### config.mk
export PLATFORM = sky130hd
export DESIGN_NAME = fcs_fabric_tx
export DESIGN_NICKNAME = d
export VERILOG_FILES = /design/src/rtl/fcs_pkg.sv /design/src/rtl/fcs_pick.sv /design/src/rtl/fcs_sat_ctr.sv /design/src/rtl/fcs_port.sv /design/src/rtl/fcs_fabric_tx.sv
export SDC_FILE = /design/constraint.sdc
export NUM_CORES = 1
export LEC_CHECK = 0
export ABC_AREA = 1
export ABC_CLOCK_PERIOD_IN_PS = 1600
export BUFFER_PORTS_ARGS = -buffer_cell sky130_fd_sc_hd__buf_2
export CORE_MARGIN = 4
export CORE_UTILIZATION = 52
export CTS_CLUSTER_DIAMETER = 30
export CTS_CLUSTER_SIZE = 20
export DETAILED_ROUTE_END_ITERATION = 8
export GPL_ROUTABILITY_DRIVEN = 0
export PLACE_DENSITY = 0.78
export SYNTH_ARGS = -nofsm -noshare
export SYNTH_HDL_FRONTEND = slang
export SYNTH_HIERARCHICAL = 1
export SYNTH_SLANG_ARGS = --single-unit
### constraint.sdc
create_clock -name clk -period 1.6 [get_ports clk]
set_input_delay 0.24 -clock clk [delete_from_list [all_inputs] [get_ports clk]]
set_output_delay 0.24 -clock clk [all_outputs]
set_load 0.02 [all_outputs]
### src/rtl/fcs_pkg.sv
package fcs_pkg;

  typedef enum logic [1:0] {
    ST_IDLE = 2'd0,
    ST_SEND = 2'd1,
    ST_WAIT = 2'd2
  } fcs_state_e;

  localparam logic [1:0] ACK_NONE = 2'b00;
  localparam logic [1:0] ACK_POS  = 2'b01;
  localparam logic [1:0] ACK_MED  = 2'b10;
  localparam logic [1:0] ACK_OUT  = 2'b11;

  // First set bit of req at or after start, wrapping over n entries.
  function automatic int unsigned rr_first(logic [31:0] req, int unsigned start,
                                           int unsigned n);
    int unsigned res;
    logic        found;
    res   = 0;
    found = 1'b0;
    for (int unsigned i = 0; i < 32; i++) begin
      if (i < n && !found) begin
        if (req[(start + i) % n]) begin
          res   = (start + i) % n;
          found = 1'b1;
        end
      end
    end
    return res;
  endfunction

  // Channel after c in circular order.
  function automatic int unsigned ch_after(int unsigned c, int unsigned n);
    return (c + 1 >= n) ? 0 : c + 1;
  endfunction

endpackage

### src/rtl/fcs_pick.sv
module fcs_pick #(
  parameter int NC  = 4,
  parameter int CHW = 2
) (
  input  logic [NC-1:0]  rdy,
  input  logic [CHW-1:0] ptr,
  input  logic           skip_vld,
  input  logic [CHW-1:0] skip_ch,
  input  logic           resend,
  input  logic [CHW-1:0] cur_ch,
  output logic           any_rdy,
  output logic           alt_rdy,
  output logic [CHW-1:0] pick_ch
);
  import fcs_pkg::*;

  logic [NC-1:0] skip_mask;
  logic [NC-1:0] avail;

  always_comb begin
    skip_mask = '0;
    if (skip_vld) skip_mask[skip_ch] = 1'b1;
  end

  assign avail   = rdy & ~skip_mask;
  assign any_rdy = |rdy;
  assign alt_rdy = |avail;

  always_comb begin
    if (resend && rdy[cur_ch])
      pick_ch = cur_ch;
    else if (alt_rdy)
      pick_ch = CHW'(rr_first(32'(avail), 32'(ptr), NC));
    else
      pick_ch = CHW'(rr_first(32'(rdy), 32'(ptr), NC));
  end

endmodule

### src/rtl/fcs_sat_ctr.sv
module fcs_sat_ctr #(
  parameter int W = 8
) (
  input  logic         clk,
  input  logic         rst_n,
  input  logic         inc,
  output logic [W-1:0] q
);
  localparam logic [W-1:0] TOP = '1;

  always_ff @(posedge clk) begin
    if (!rst_n)                q <= '0;
    else if (inc && q != TOP)  q <= q + 1'b1;
  end


  sat_hold_chk: assert property (@(posedge clk) disable iff (!rst_n)
    (inc && q == TOP) |=> (q == TOP));


  sat_step_chk: assert property (@(posedge clk) disable iff (!rst_n)
    (inc && q != TOP) |=> (q == $past(q) + 1'b1));

endmodule

### src/rtl/fcs_port.sv
module fcs_port #(
  parameter int NC       = 4,
  parameter int CHW      = 2,
  parameter int CELL_NIB = 106,
  parameter int IDXW     = 7,
  parameter int NIB_W    = 4,
  parameter int CNT_W    = 8
) (
  input  logic             clk,
  input  logic             rst_n,
  input  logic [NC-1:0]    rdy,
  input  logic             bp,
  input  logic [1:0]       ack,
  input  logic [NIB_W-1:0] rd_nib,
  output logic [CHW-1:0]   rd_ch,
  output logic [IDXW-1:0]  rd_idx,
  output logic [NIB_W-1:0] nib,
  output logic             vld,
  output logic             sof,
  output logic             deq,
  output logic             keep,
  output logic [CHW-1:0]   cmd_ch,
  output logic [CNT_W-1:0] mnack_cnt,
  output logic [CNT_W-1:0] onack_cnt
);
  import fcs_pkg::*;

  localparam logic [IDXW-1:0] LAST_IDX = IDXW'(CELL_NIB - 1);

  fcs_state_e     state;
  logic [IDXW-1:0] idx;
  logic [CHW-1:0] cur_ch, ptr, skip_ch, pick_ch;
  logic           skip_vld, resend, deq_q, keep_q;
  logic           any_rdy, alt_rdy;

  // Named events for the checks below
  logic start_evt, last_evt, ack_evt, pos_evt, med_evt, out_evt;
  assign start_evt = (state == ST_IDLE) && !bp && any_rdy;
  assign last_evt  = (state == ST_SEND) && (idx == LAST_IDX);
  assign ack_evt   = (state == ST_WAIT) && (ack != ACK_NONE);
  assign pos_evt   = ack_evt && (ack == ACK_POS);
  assign med_evt   = ack_evt && (ack == ACK_MED);
  assign out_evt   = ack_evt && (ack == ACK_OUT);

  fcs_pick #(.NC(NC), .CHW(CHW)) u_pick (
    .rdy(rdy), .ptr(ptr), .skip_vld(skip_vld), .skip_ch(skip_ch),
    .resend(resend), .cur_ch(cur_ch),
    .any_rdy(any_rdy), .alt_rdy(alt_rdy), .pick_ch(pick_ch)
  );

  always_ff @(posedge clk) begin
    if (!rst_n) begin
      state    <= ST_IDLE;
      idx      <= '0;
      cur_ch   <= '0;
      ptr      <= '0;
      skip_vld <= 1'b0;
      skip_ch  <= '0;
      resend   <= 1'b0;
      deq_q    <= 1'b0;
      keep_q   <= 1'b0;
    end else begin
      deq_q  <= 1'b0;
      keep_q <= 1'b0;
      case (state)
        ST_IDLE: if (start_evt) begin
          state    <= ST_SEND;
          idx      <= '0;
          cur_ch   <= pick_ch;
          skip_vld <= 1'b0;
          resend   <= 1'b0;
        end
        ST_SEND: begin
          if (last_evt) state <= ST_WAIT;
          else          idx   <= idx + 1'b1;
        end
        ST_WAIT: if (ack_evt) begin
          state <= ST_IDLE;
          if (pos_evt) begin
            deq_q <= 1'b1;
            ptr   <= CHW'(ch_after(32'(cur_ch), NC));
          end
          if (med_evt) begin
            keep_q <= 1'b1;
            resend <= 1'b1;
          end
          if (out_evt) begin
            keep_q   <= 1'b1;
            skip_vld <= 1'b1;
            skip_ch  <= cur_ch;
            ptr      <= CHW'(ch_after(32'(cur_ch), NC));
          end
        end
        default: state <= ST_IDLE;
      endcase
    end
  end

  assign rd_ch  = cur_ch;
  assign rd_idx = idx;
  assign vld    = (state == ST_SEND);
  assign sof    = vld && (idx == '0);
  assign nib    = vld ? rd_nib : '0;
  assign deq    = deq_q;
  assign keep   = keep_q;
  assign cmd_ch = cur_ch;

  fcs_sat_ctr #(.W(CNT_W)) u_mcnt (.clk(clk), .rst_n(rst_n), .inc(med_evt), .q(mnack_cnt));
  fcs_sat_ctr #(.W(CNT_W)) u_ocnt (.clk(clk), .rst_n(rst_n), .inc(out_evt), .q(onack_cnt));


  sof_in_cell_chk: assert property (@(posedge clk) disable iff (!rst_n)
    sof |-> vld);


  bp_no_start_chk: assert property (@(posedge clk) disable iff (!rst_n)
    bp |=> !sof);


  ack_ends_cell_chk: assert property (@(posedge clk) disable iff (!rst_n)
    ack_evt |=> !vld);


  deq_keep_excl_chk: assert property (@(posedge clk) disable iff (!rst_n)
    !(deq && keep));


  resend_same_chk: assert property (@(posedge clk) disable iff (!rst_n)
    (start_evt && resend && rdy[cur_ch]) |=> (cur_ch == $past(cur_ch)));


  skip_other_chk: assert property (@(posedge clk) disable iff (!rst_n)
    (start_evt && skip_vld && alt_rdy) |=> (cur_ch != $past(skip_ch)));

endmodule

### src/rtl/fcs_fabric_tx.sv
module fcs_fabric_tx #(
  parameter int NP       = 4,
  parameter int NC       = 4,
  parameter int CELL_NIB = 106,
  parameter int NIB_W    = 4,
  parameter int CNT_W    = 8,
  localparam int CHW     = (NC > 1) ? $clog2(NC) : 1,
  localparam int IDXW    = $clog2(CELL_NIB)
) (
  input  logic                clk,
  input  logic                rst_n,
  input  logic [NP*NC-1:0]    ch_rdy,
  input  logic [NP-1:0]       fab_bp,
  input  logic [2*NP-1:0]     ack_code,
  output logic [NP*CHW-1:0]   rd_ch,
  output logic [NP*IDXW-1:0]  rd_idx,
  input  logic [NP*NIB_W-1:0] rd_nib,
  output logic [NP*NIB_W-1:0] fab_nib,
  output logic [NP-1:0]       fab_vld,
  output logic [NP-1:0]       fab_sof,
  output logic [NP-1:0]       deq_pulse,
  output logic [NP-1:0]       keep_pulse,
  output logic [NP*CHW-1:0]   cmd_ch,
  output logic [NP*CNT_W-1:0] mnack_cnt,
  output logic [NP*CNT_W-1:0] onack_cnt
);

  for (genvar p = 0; p < NP; p++) begin : g_port
    fcs_port #(
      .NC(NC), .CHW(CHW), .CELL_NIB(CELL_NIB), .IDXW(IDXW),
      .NIB_W(NIB_W), .CNT_W(CNT_W)
    ) u_port (
      .clk      (clk),
      .rst_n    (rst_n),
      .rdy      (ch_rdy[p*NC +: NC]),
      .bp       (fab_bp[p]),
      .ack      (ack_code[2*p +: 2]),
      .rd_nib   (rd_nib[p*NIB_W +: NIB_W]),
      .rd_ch    (rd_ch[p*CHW +: CHW]),
      .rd_idx   (rd_idx[p*IDXW +: IDXW]),
      .nib      (fab_nib[p*NIB_W +: NIB_W]),
      .vld      (fab_vld[p]),
      .sof      (fab_sof[p]),
      .deq      (deq_pulse[p]),
      .keep     (keep_pulse[p]),
      .cmd_ch   (cmd_ch[p*CHW +: CHW]),
      .mnack_cnt(mnack_cnt[p*CNT_W +: CNT_W]),
      .onack_cnt(onack_cnt[p*CNT_W +: CNT_W])
    );
  end

endmodule

; After elaboration in Yosys (flattened, before gate mapping)
; Cells that the tools add are included.
[totals]
out_inout_bits = 140
wordCells = 604
inputBits = 46
ff_bits = 140
[classes]
n_reduce_logical = 116
add_sub_neg = 28
n_mux = 316
magnitude_cmp = 32
n_eq_ne = 56
bitwise = 12
[ops]
columns = cell, n
row1 = 2-to-1 mux 2 bit, 84
row2 = 2-to-1 mux 1 bit, 160
row3 = "less-than comparator 2 x 6 -> 1 bit, second input constant", 16
row4 = binary-select mux 1 bit (select 2 bit), 36
row5 = AND reduction 3 bit, 24
row6 = "adder 8 x 1 -> 8 bit, second input constant", 8
row7 = "inequality test 8 bit, second input constant", 8
row8 = 2-to-1 mux 7 bit, 8
row9 = case mux 7 bit (2 select lines), 4
row10 = logical AND 1 bit, 48
row11 = 2-to-1 mux 4 bit, 8
row12 = "inequality test 2 bit, second input constant", 16
row13 = AND reduction 4 bit, 8
row14 = nonzero test 2 bit, 16
row15 = OR reduction 4 bit, 8
row16 = "adder 7 x 1 -> 7 bit, second input constant", 4
row17 = "== test 7 bit, second input constant", 4
row18 = zero test 7 bit, 4
row19 = "== test 2 bit, second input constant", 12
row20 = "less-than comparator 2 x 3 -> 1 bit, second input constant", 8
row21 = case mux 2 bit (3 select lines), 4
row22 = "adder 2 bit, second input constant", 8
row23 = bitwise AND 4 bit, 4
row24 = "== test 2 x 1 -> 1 bit, second input constant", 8
row25 = 11 further kinds, 52

; Depth between registers and ports, before layout
; Gate-level depths: netlist of run 1.
[logic_depth]
word_depth = 20
ltp_mapped = 16
ltp_nobuf = 15

; By module
; The synthesis of run 1 kept the hierarchy.
[by_module_without_submodules]
columns = module, cells_per_inst, seq_area_each_um2, instances, area_per_inst_um2
row1 = fcs_sat_ctr, 76, 160.2, 8, 496.7
row2 = fcs_port (g_port[0].u_port ...), 146, 380.4, 3, 1017.2
row3 = fcs_pick (g_port[0].u_port.u_pick ...), 113, 0.0, 3, 554.3
row4 = fcs_port (g_port[3].u_port), 143, 380.4, 1, 1003.5
row5 = fcs_pick (g_port[3].u_port.u_pick), 112, 0.0, 1, 526.8

; Least setup slack after synthesis of run 1
; OpenSTA, ideal clock, no wires.
[synth_path]
kind = reg2out
from = register g_port[0].u_port.state[0]
to = output fab_sof[0]
setup_slack_ns = -0.138
t_arrival_ns = 1.498
t_required_ns = 1.360
path_stages_with_launch = 5
n_path_buf = 0
path_cell_list = dfxtp_1 > inv_2 > nor2_4 > inv_4 > nor4_1
[synth_via]
elab_chain_len = 2
[synth_lines]
columns = item, line_no
row1 = start: declaration, fcs_port.sv:30  ; fcs_state_e state;
row2 = start signal: assignment, fcs_port.sv:53  ; state <= ST_IDLE;
row3 = start signal: assignment, fcs_port.sv:67  ; state <= ST_SEND;
row4 = start signal: assignment, fcs_port.sv:74  ; if (last_evt) state <= ST_WAIT;
row5 = == test 2 x 1 -> 1 bit, fcs_port.sv:101  ; assign vld = (state == ST_SEND);
row6 = net fab_vld[0], fcs_fabric_tx.sv:19  ; output logic [NP-1:0] fab_vld,
row7 = logical AND 1 bit, fcs_port.sv:102  ; assign sof = vld && (idx == '0);
row8 = end: declaration, fcs_fabric_tx.sv:20  ; output logic [NP-1:0] fab_sof,
; The timed path passes the listed nets, and every way through them passes these cells.

; Final worst setup path of run 1
[layout_path]
from = register g_port[2].u_port.state[1]
to = output fab_sof[2]
[layout_via]
elab_chain_len = 2
[layout_lines]
columns = item, line_no
row1 = start: declaration, fcs_port.sv:30
row2 = start signal: assignment, fcs_port.sv:53
row3 = start signal: assignment, fcs_port.sv:67
row4 = start signal: assignment, fcs_port.sv:74
row5 = == test 2 x 1 -> 1 bit, fcs_port.sv:101
row6 = logical AND 1 bit, fcs_port.sv:102
; No other way between the ends.

==> reports/qor.csv, run 1 <==
stage;metric;value;unit
sta;rsz0062_at_grt;true;
cells_and_area;layout.area.seq;0.00289;mm²
floorplan;row_count;51;
grt;first_global_vias;9992;
clock_network;clock_latency;0.42;ns
route;wl_per_cell;12.5;µm
min_path;hp-class;in -> reg;
yosys;synth-seq-cells;140;
critical_path;crit_family;buffers and inverters;
cells_and_area;multi_input_area;0.00649;mm²
critical_path;crit_buf_inv;3;
critical_path;crit_chain;buf_6 -> nor2_4 -> clkinv_4 -> nor4_4 -> buf_4;
critical_path;critPathSlowestCell;dfxtp_2;
cells_and_area;fillers;1712;
clock_network;cts_root_buf;clkbuf_16;
run_status;violations;setup timing;
critical_path;max_stage_delay;0.32;ns
run_status;status;complete, but fails checks;
critical_path;worst-endpoint-required;1.36;ns
job;maxCapViolCount;0;
critical_path;crit_fanout;4;
critical_path;crit_path_end;fab_sof[2];
sta;relSlewSlack;69.3;%
yosys;syn_avg_cell_area;6.23;µm²
grt;top_usage_layer;met2;
grt;grt_pass1_wl;44100;µm
critical_path;worstSetupStartpointType;register;
yosys;syn_nets;1710;
placed_design;place_area;0.0115;mm²
cells_and_area;antenna_cells;0;
sta;hold_viol;0;
sta;final-setup-viol-count;17;
route;drc_errors;0;
clock_network;tritoncts;yes;
critical_path;worstRegToRegCells;11;
min_path;min-delay-start;ack_code[7];
cells_and_area;nets;1955;
grt;grt_max_degree;42;
critical_path;ff2ff_setup_slack;-0.08;ns
sta;tightest_slew;0.461;ns
yosys;synth_warnings;6;
floorplan;dieWidth;148;µm
critical_path;path_class;reg -> out;
placed_design;dp_hpwl;18800;µm
clock_network;cts_made_buffers;17;
floorplan;die-area;0.0220;mm²
clock_network;clock-sinks;140;
pwr;p_leak;6.43;nW
route;first_pass_iters;6;
sta;finalCritPeriodShare;109;%
route;drt_iter0_markers;559;
placed_design;numPortBuffers;185;
sta;clock.fmax;574;MHz
critical_path;crit_cells;5;
cells_and_area;fin_util;67.7;%
sta;clock_skew;0.00908;ns
placed_design;preCtsSetupSlack;-0.0557;ns
sta;setup_tns;-1.05;ns
grt;overflow;0;
critical_path;r2r-start;g_port[2].u_port/ptr[0];
floorplan;core-area;0.0194;mm²
route;vias;11100;
sta;maxSlewViolCount;0;
floorplan;io_pins;186;
sta;fin_crit;1.74;ns
yosys;postSynthCellCount;1640;
yosys;syn_area;0.0102;mm²
cells_and_area;area_delta_synth_final;28.5;%
grt;grt_use_met3;3.41;%
critical_path;worstReg2RegEnd;g_port[2].u_port/cmd_ch[0];
critical_path;arrival;1.50;ns
clock_network;htree_levels;4;
critical_path;timing.critical_path.from;g_port[2].u_port/state[1];
yosys;yosysUniqueCellTypes;38;
pwr;power.density;692;mW/mm²
pwr;vdd_ir_drop_max;688;µV
floorplan;die_y;148;µm
clock_network;clock_path_buffers;2;
grt;grtUsageTotal;23.1;%
route;via_per_inst;5.13;
sta;layout_setup_ws;-0.142;ns
yosys;yosysSeqAreaShare;27.4;%
grt;grt_util_met2;40.4;%
clock_network;postCtsHoldBufs;0;
grt;grtUsageMet1;29.4;%
route;wl;27100;µm
cells_and_area;drive_above_1_share;30.8;%
route;ant_nets;0;
sta;whs;0.0215;ns
critical_path;end_kind;output pin;
floorplan;start_util;52.7;%
clock_network;clk_pin_slew;0.07;ns
grt;antenna_found_initial;0;
cells_and_area;final_area;0.0131;mm²
[synth_stat cells]
library cell	count	share of area, %
xor2_2	4	0.64
buf_2	11	0.54
buf_12	8	1.6
a21oi_1	111	5.4
nand4_1	16	0.98
inv_4	4	0.24
nor2_2	16	0.98
dfxtp_1	140	27
buf_1	1	0.037
buf_6	12	1.3
o211ai_1	12	0.88
clkbuf_8	1	0.13
inv_1	216	7.9
inv_2	29	1.1
nand3_2	26	2.5
xnor2_1	4	0.34
nor2_1	218	8.0
nand2_4	8	0.88
nor3_1	12	0.59
a21boi_4	3	0.55
o21ai_1	17	0.83
nand2_2	29	1.8
clkinv_2	3	0.15
nand3b_1	20	1.5
nor4_1	8	0.49
clkbuf_1	3	0.11
nand3_1	187	9.2
ha_1	24	2.9
nor2_4	18	2.0
nand2_1	429	16
a21boi_0	5	0.37
nor3b_2	1	0.12
a21oi_2	1	0.086
a21o_1	8	0.59
a22o_2	1	0.098
o21ai_0	22	1.1
a22o_1	1	0.086
buf_4	11	0.81
[layer usage]
metal  wire length (µm)  vias to the layer above
met5                  0                        -
met4                525                        0
met3               1250                       47
met2              13300                      270
met1              12000                     5085
li1                   -                     5692
[cell usage in the layout, fill, tap and decap left out, types with 16 or more instances in the layout]
| master | n |
|---|---|
| dfxtp_2 | 18 |
| buf_2 | 163 |
| a21oi_1 | 107 |
| nand4_1 | 16 |
| o21ai_0 | 21 |
| ha_1 | 21 |
| nor2_2 | 28 |
| buf_4 | 79 |
| dfxtp_4 | 18 |
| inv_2 | 39 |
| nand2_1 | 392 |
| nand2_2 | 62 |
| nand3b_1 | 20 |
| clkbuf_16 | 19 |
| inv_1 | 203 |
| nand3_1 | 174 |
| nand3_2 | 38 |
| dfxtp_1 | 104 |
| buf_6 | 22 |
| o21ai_1 | 17 |
| nor2_1 | 195 |
| nor2_4 | 29 |
[repair_timing]
item	CTS	global route
resized for setup	69	163
setup buffers	9	25
pin swaps	15	45
gates cloned	0	2
setup endpoints to repair	22	35
[registers in the layout, summed over array words and instances, names as in the netlist]
signal                  flops
g_port.u_port/ptr           8
g_port.u_port/state         8
g_port.u_port/cmd_ch        8
g_port.u_port/skip_ch       8
g_port.u_port/skip_vld      4
g_port.u_port/u_mcnt/q     32
g_port.u_port/rd_idx       28
g_port.u_port/deq           4
g_port.u_port/keep          4
g_port.u_port/u_ocnt/q     32
g_port.u_port/resend        4
[cell families after synthesis]
kind of cell               Yosys count  share of synthesized area, %
and+or+nand+nor                    988                          44.7
buffers and inverters              299                          13.9
AOI/OAI and AO/OA                  181                          10.0
DFF                                140                          27.4
adders and majority gates           24                          2.94
xor gates and xnor gates             8                         0.979
[report_power, final]
part,internal (W),switching [W]
logic,0.000522,0.000861
clock network,0.00249,0.00165
registers,0.00351,0.0000550
total,0.00652,0.00257
[how the worst min path moves through the flow]
| stage | end | depth (start not counted) |
|---|---|---|
| 6_report | g_port[3].u_port/deq | 2 |
| 5_1_grt | g_port[3].u_port/deq | 2 |
| 4_1_cts | g_port[3].u_port/deq | 2 |
| 3_5_place_dp | g_port[3].u_port/deq | 2 |
| 3_3_place_gp | g_port[0].u_port/deq | 2 |
| 2_1_floorplan | g_port[0].u_port/deq | 1 |
[per-stage QoR]
step           cells  total power, W
2_1_floorplan   1640         0.00448
3_3_place_gp    2096         0.00480
3_5_place_dp    2096         0.00482
4_1_cts         2136         0.00903
5_1_grt         2163         0.00947
6_report        2163         0.00909
[worst reg2reg max path, stage by stage (launching register included)]
cell and delay [ns]:
dfxtp_4 0.38, buf_8 0.15, xor2_4 0.21, nand2_2 0.12, nand3_2 0.12, nand2_2 0.07, a21oi_2 0.17, a21oi_2 0.07
nand2_1 0.07, nand2_1 0.06, nand3_2 0.08, a21oi_2 0.06
[area by class of cell]
cell class,instances,area share (%)
clock buffer,18,3.27
clock inverter,14,1.40
inverter,252,7.38
multi-input combinational,1201,49.4
sequential,140,22.0
tap,265,2.52
timing repair buffer,273,14.0
Note: power is estimated with default switching activity, not from simulation.
==> inputs of run 2 (changes only) <==
==> constraint.sdc (replaced) <==
create_clock -name clk -period 1.6 [get_ports clk]
set_input_delay 0.08 -clock clk [delete_from_list [all_inputs] [get_ports clk]]
set_output_delay 0.08 -clock clk [all_outputs]
set_load 0.02 [all_outputs]
==> run 2 against run 1 <==
Against the previous run:
- the run still ends with setup timing left
- clock-buffer cell count is 1 higher
- die area did not move
- cell area down 1.9%
- power down 3.1%
- utilization shrank 1.3 points
- largest power group unchanged
- highest routed layer is now met5
==> reports/qor.csv, run 2 (synthesized netlist as in run 1, its figures left out) <==
stage;metric;value;unit;change
floorplan;start_util;52.7;%;unchanged
placed_design;preCtsSetupSlack;-0.0819;ns;-0.0261 ns
cells_and_area;fin_util;66.4;%;-1.3 points
clock_network;clock_path_buffers;2;;unchanged
clock_network;tritoncts;yes;;
grt;overflow;0;;unchanged
sta;tightest_slew;0.453;ns;-0.00716 ns
pwr;p_leak;6.36;nW;-1.1%
clock_network;htree_levels;4;;unchanged
route;first_pass_iters;5;;-1
sta;finalCritPeriodShare;108;%;-0.49 points
floorplan;die-area;0.0220;mm²;unchanged
critical_path;path_class;reg -> reg;;
critical_path;critPathSlowestCell;dfxtp_4;;
clock_network;cts_made_buffers;17;;unchanged
placed_design;numPortBuffers;185;;unchanged
job;maxCapViolCount;0;;unchanged
critical_path;worstSetupStartpointType;register;;
run_status;violations;setup timing;;
route;wl_per_cell;12.7;µm;+0.95%
grt;grt_max_degree;28;;-33%
sta;clock.fmax;577;MHz;+0.45%
grt;grtUsageTotal;23.3;%;+0.19 points
floorplan;io_pins;186;;unchanged
sta;relSlewSlack;69.7;%;+0.48 points
sta;fin_crit;1.73;ns;-0.00785 ns
sta;hold_viol;0;;unchanged
floorplan;dieWidth;148;µm;unchanged
cells_and_area;final_cell_mix;nand2_1, nor2_1, inv_1;;
route;drc_errors;0;;unchanged
clock_network;clk_pin_slew;0.06;ns;about the same
pwr;vdd_ir_drop_max;709;µV;+3.1%
critical_path;crit_family;simple AND/OR/NAND/NOR gates;;
critical_path;crit_buf_inv;1;;-2
floorplan;row_count;51;;unchanged
cells_and_area;final_area;0.0129;mm²;-1.9%
sta;whs;0.0439;ns;+0.0225 ns
cells_and_area;area_delta_synth_final;26.1;%;
min_path;hp-class;in -> reg;;
sta;setup_tns;-0.386;ns;+0.660 ns
clock_network;clock_latency;0.43;ns;about the same
clock_network;cts_root_buf;clkbuf_16;;
sta;layout_setup_ws;-0.134;ns;+0.00786 ns
cells_and_area;final_common_cell;nand2_1;;
route;wl;27300;µm;+0.67%
critical_path;arrival;2.08;ns;+0.58 ns
route;vias;11100;;-0.14%
cells_and_area;fillers;1739;;+1.6%
critical_path;crit_fanout;5;;+1
floorplan;core-area;0.0194;mm²;unchanged
sta;clock_skew;0.00812;ns;-0.000960 ns
sta;final-setup-viol-count;6;;-11
grt;first_global_vias;10000;;+0.44%
sta;rsz0062_at_grt;true;;
route;via_per_inst;5.14;;+0.14%
route;drt_iter0_markers;708;;+27%
sta;maxSlewViolCount;0;;unchanged
cells_and_area;nets;1949;;-0.31%
cells_and_area;antenna_cells;0;;unchanged
critical_path;worst-endpoint-required;1.95;ns;+0.59 ns
cells_and_area;drive_above_1_share;29.0;%;-1.9 points
grt;grt_pass1_wl;44200;µm;+0.17%
critical_path;end_kind;register;;
critical_path;crit_chain;clkbuf_16 -> o21ai_0 -> nand2_2 -> nand3_2 -> nand3_2 -> nor2_2 -> nor2_1 -> nor2_1 -> nand2_1 -> nand2_1 -> nand3_1 -> a21oi_1;;
route;ant_nets;0;;unchanged
placed_design;dp_hpwl;18900;µm;+0.40%
placed_design;place_area;0.0114;mm²;-0.37%
run_status;status;complete, but fails checks;;
critical_path;max_stage_delay;0.37;ns;+0.05 ns
clock_network;clock-sinks;140;;unchanged
grt;antenna_found_initial;1;;+1
floorplan;die_y;148;µm;unchanged
pwr;power.density;684;mW/mm²;-1.2%
[run 2: changes by cell type in the layout (fill, tap and decap cells not counted), moves of 9 or more]
cell,previous run,this run
buf_2,163,181
buf_4,79,61
nor2_4,29,20
dlygate4sd3_1,0,14
nor2_1,195,211
buf_6,22,3
[run 2: final timing paths]
| kind | startpoint | endpoint | slack [ns] | cells after the start |
|---|---|---|---|---|
| worst max-delay path | g_port[3].u_port/ptr[0] | g_port[3].u_port/cmd_ch[0] | -0.13 | 12 |
| worst min-delay path | rst_n | g_port[2].u_port/u_mcnt/q[7] | 0.04 | 3 |
| worst max register to register | g_port[3].u_port/ptr[0] | g_port[3].u_port/cmd_ch[0] | -0.13 | 12 |
| worst min register to register | g_port[3].u_port/rd_idx[0] | g_port[3].u_port/rd_idx[0] | 0.46 | 1 |
[run 2: power breakdown]
part,internal (W),leakage [nW],switching (W)
clock,0.00225,0.274,0.00167
combinational,0.000475,4.93,0.000839
sequential,0.00352,1.15,0.0000584
[run 2: cell type report]
cell class                      count  area [µm²]  area share (%)
Tap cell                          265         332            2.57
Timing Repair Buffer              267        1710            13.3
Sequential cell                   140        2880            22.4
Inverter                          252         970            7.53
Multi-Input combinational cell   1201        6400            49.7
Clock inverter                     13         130            1.01
Clock buffer                       19         453            3.52
[run 2: per-stage QoR]
step           power (W)  std cells
2_1_floorplan    0.00447       1640
3_3_place_gp     0.00478       2092
3_5_place_dp     0.00480       2092
4_1_cts          0.00881       2144
5_1_grt          0.00919       2157
6_report         0.00881       2157
[run 2: what timing repair did]
action / CTS / global route
pin swaps: 15 / 29
hold endpoints to repair: 25 / 0
hold buffers: 14 / 0
buffers inserted: 8 / 10
gates cloned: 0 / 3
resized for setup: 49 / 111
endpoints found under the setup margin: 17 / 15
[run 2: worst register-to-register path, stage by stage, from the launching register on]
cell and delay, ns:
dfxtp_4 0.37, clkbuf_16 0.15, o21ai_0 0.24, nand2_2 0.13, nand3_2 0.11, nand3_2 0.07, nor2_2 0.11, nor2_1 0.05
nor2_1 0.07, nand2_1 0.07, nand2_1 0.06, nand3_1 0.07, a21oi_1 0.15
[run 2: metal layers]
| layer | global-route usage, % | part of all wire, % |
|---|---|---|
| met5 | 0 | 0.026 |
| met4 | 8.45 | 2.1 |
| met3 | 3.99 | 4.8 |
| met2 | 40.1 | 49 |
| met1 | 29.5 | 44 |
==> inputs of run 3 (changes only) <==
--- a/config.mk
+++ b/config.mk
@@ -9,12 +9,13 @@
 export ABC_CLOCK_PERIOD_IN_PS = 1600
 export BUFFER_PORTS_ARGS = -buffer_cell sky130_fd_sc_hd__buf_2
 export CORE_MARGIN = 4
-export CORE_UTILIZATION = 52
+export CORE_UTILIZATION = 50
 export CTS_CLUSTER_DIAMETER = 30
 export CTS_CLUSTER_SIZE = 20
 export DETAILED_ROUTE_END_ITERATION = 8
 export GPL_ROUTABILITY_DRIVEN = 0
-export PLACE_DENSITY = 0.78
+export PLACE_DENSITY = 0.76
+export SKIP_LAST_GASP = 1
 export SYNTH_ARGS = -nofsm -noshare
 export SYNTH_HDL_FRONTEND = slang
 export SYNTH_HIERARCHICAL = 1
==> run 3 against run 2 <==
Against the previous run:
- the flow still finishes with violations (setup timing)
- register-to-register slack better by 0.098 ns
- clock power about the same
- combinational power barely moved
- routed wire length is 1.1% lower
- die area rose by 3.8%
- first-iteration DRC count decreased by 3.1%
- highest routed layer is now met4
==> reports/qor.csv, run 3 (synthesized netlist as in run 1, its figures left out) <==
stage;metric;value;unit;change
run_status;status;complete, but fails checks;;
run_status;violations;setup timing;;
sta;clock_skew;0.00878;ns;+0.000651 ns
grt;first_global_vias;9828;;-2.1%
min_path;min-delay-start;rst_n;;
sta;final-setup-viol-count;5;;-1
floorplan;row_count;52;;+2.0%
sta;tightest_slew;0.469;ns;+0.0151 ns
critical_path;worstSetupStartpointType;register;;
pwr;power_switching;0.00249;W;-3.1%
route;first_pass_iters;5;;unchanged
cells_and_area;final_area;0.0127;mm²;-1.3%
critical_path;worstRegToRegCells;16;;+4
pwr;power.density;694;mW/mm²;+1.5%
cells_and_area;nets;1950;;+0.051%
cells_and_area;fillers;1829;;+5.2%
grt;grt_max_degree;27;;-3.6%
critical_path;r2r-start;g_port[2].u_port/ptr[0];;
sta;relSlewSlack;68.7;%;-1.0 points
grt;grt_pass1_wl;43700;µm;-1.0%
critical_path;crit_fanout;5;;unchanged
clock_network;cts_made_buffers;17;;unchanged
placed_design;preCtsSetupSlack;-0.0620;ns;+0.0198 ns
cells_and_area;multi_input_area;0.00628;mm²;-2.0%
sta;hold_viol;0;;unchanged
clock_network;clock_latency;0.42;ns;about the same
placed_design;place_area;0.0114;mm²;-0.21%
route;wl_per_cell;12.5;µm;-1.4%
pwr;p_total;0.00883;W;+0.22%
clock_network;clock-sinks;140;;unchanged
sta;rsz0062_at_grt;true;;
min_path;min_to;g_port[2].u_port/u_mcnt/q[4];;
route;via_per_inst;5.08;;-1.0%
floorplan;start_util;50.7;%;-2.0 points
cells_and_area;final_common_cell;nand2_1;;
critical_path;path_class;reg -> reg;;
sta;setup_tns;-0.104;ns;+0.282 ns
grt;overflow;0;;unchanged
critical_path;ff2ff_setup_slack;-0.04;ns;+0.10 ns
pwr;switching_share;28.2;%;-0.96 points
pwr;p_int;0.00634;W;+1.6%
sta;whs;0.0616;ns;+0.0176 ns
grt;antenna_found_initial;1;;unchanged
pwr;pwr-share-seq;40.6;%;about the same
floorplan;io_pins;186;;unchanged
min_path;hp-class;in -> reg;;
placed_design;numPortBuffers;185;;unchanged
sta;finalCritPeriodShare;102;%;-6.1 points
floorplan;dieWidth;151;µm;+1.9%
floorplan;core-area;0.0202;mm²;+4.0%
job;maxCapViolCount;0;;unchanged
pwr;clockPowerShare;44.8;%;+0.3 points
sta;fin_crit;1.64;ns;-0.0980 ns
route;wl;27000;µm;-1.1%
cells_and_area;final_cell_mix;nand2_1, nor2_1, inv_1;;
cells_and_area;area_delta_synth_final;24.5;%;
floorplan;die_y;151;µm;+1.9%
grt;grtUsageTotal;22.5;%;-0.82 points
clock_network;tritoncts;yes;;
pwr;p_comb_share;14.6;%;-0.3 points
clock_network;cts_root_buf;clkbuf_16;;
route;vias;11000;;-0.69%
placed_design;dp_hpwl;19000;µm;+0.65%
clock_network;htree_levels;4;;unchanged
clock_network;clock_path_buffers;2;;unchanged
cells_and_area;drive_above_1_share;27.8;%;-1.1 points
route;drt_iter0_markers;686;;-3.1%
sta;clock.fmax;611;MHz;+6.0%
critical_path;worst-endpoint-required;1.95;ns;about the same
critical_path;end_kind;register;;
route;ant_nets;0;;unchanged
pwr;vdd_ir_drop_max;676;µV;-4.8%
sta;layout_setup_ws;-0.0357;ns;+0.0980 ns
min_path;hold_path_depth;3;;unchanged
critical_path;worstReg2RegEnd;g_port[2].u_port/cmd_ch[1];;
route;drc_errors;0;;unchanged
cells_and_area;layout.area.seq;0.00287;mm²;-0.39%
pwr;p_leak;6.34;nW;-0.32%
sta;maxSlewViolCount;0;;unchanged
critical_path;arrival;1.98;ns;-0.10 ns
clock_network;clk_pin_slew;0.06;ns;about the same
floorplan;die-area;0.0228;mm²;+3.8%
[run 3: metal layers]
metal	wire [µm]	up-vias	track usage [%]
li1	-	5678	-
met1	12200	4977	29.2
met4	447	0	6.84
met2	13000	311	38.4
met3	1380	37	3.71
met5	0	-	0
[run 3: how the worst max path moves through the flow]
| stage | from | end | slack, ns | cells after the start |
|---|---|---|---|---|
| global route | g_port[1].u_port/ptr[0] | g_port[1].u_port/cmd_ch[0] | -0.21 | 13 |
| finish | g_port[2].u_port/ptr[0] | g_port[2].u_port/cmd_ch[1] | -0.04 | 16 |
| floorplan | g_port[0].u_port/state[0] | fab_sof[0] | 0.02 | 4 |
| CTS | g_port[2].u_port/state[0] | fab_sof[2] | -0.004 | 5 |
| detailed placement | g_port[3].u_port/ptr[0] | g_port[3].u_port/cmd_ch[0] | -0.06 | 13 |
| global placement | g_port[1].u_port/ptr[0] | g_port[1].u_port/cmd_ch[1] | 0.002 | 14 |
[run 3: cell type report]
cell class / instances / area share [%]
tap: 270 / 2.66
sequential: 140 / 22.6
timing repair buffer: 268 / 13.2
inverter: 252 / 7.64
clock inverter: 13 / 1.10
antenna: 1 / 0.0197
multi-input combinational: 1201 / 49.4
clock buffer: 19 / 3.48
[run 3: timing repair]
| item | CTS | global route |
|---|---|---|
| hold buffers | 12 | 0 |
| gates cloned | 0 | 2 |
| gates resized for setup | 30 | 102 |
| endpoints found under the hold margin | 25 | 0 |
| endpoints found under the setup margin | 12 | 19 |
| pin swaps | 10 | 40 |
| buffers inserted | 7 | 18 |
[run 3: stage by stage]
step	cells	util, %
2_1_floorplan	1640	-
3_3_place_gp	2093	56.6
3_5_place_dp	2093	56.6
4_1_cts	2144	60.7
5_1_grt	2164	63.1
6_report	2164	63.1
[run 3: worst max-delay path: stages, from the launching register on]
cell and delay [ns]:
dfxtp_4 0.38, buf_12 0.14, nand2_4 0.06, inv_2 0.03, nand2_1 0.07, nand2_1 0.05, nand2_1 0.09, nand2_2 0.08
nor2_2 0.10, nand2_1 0.06, nand2_1 0.05, inv_1 0.04, nand2_1 0.08, nand2_1 0.06, nand2_1 0.07, nand3_1 0.07
a21oi_1 0.14
[run 3: power groups by stage]
stage	Combinational (W)	Clock (W)	Sequential, W
2_1_floorplan	0.000765	0	0.00370
3_3_place_gp	0.00110	0	0.00367
3_5_place_dp	0.00112	0	0.00367
4_1_cts	0.00118	0.00406	0.00360
5_1_grt	0.00143	0.00421	0.00359
6_report	0.00129	0.00395	0.00359
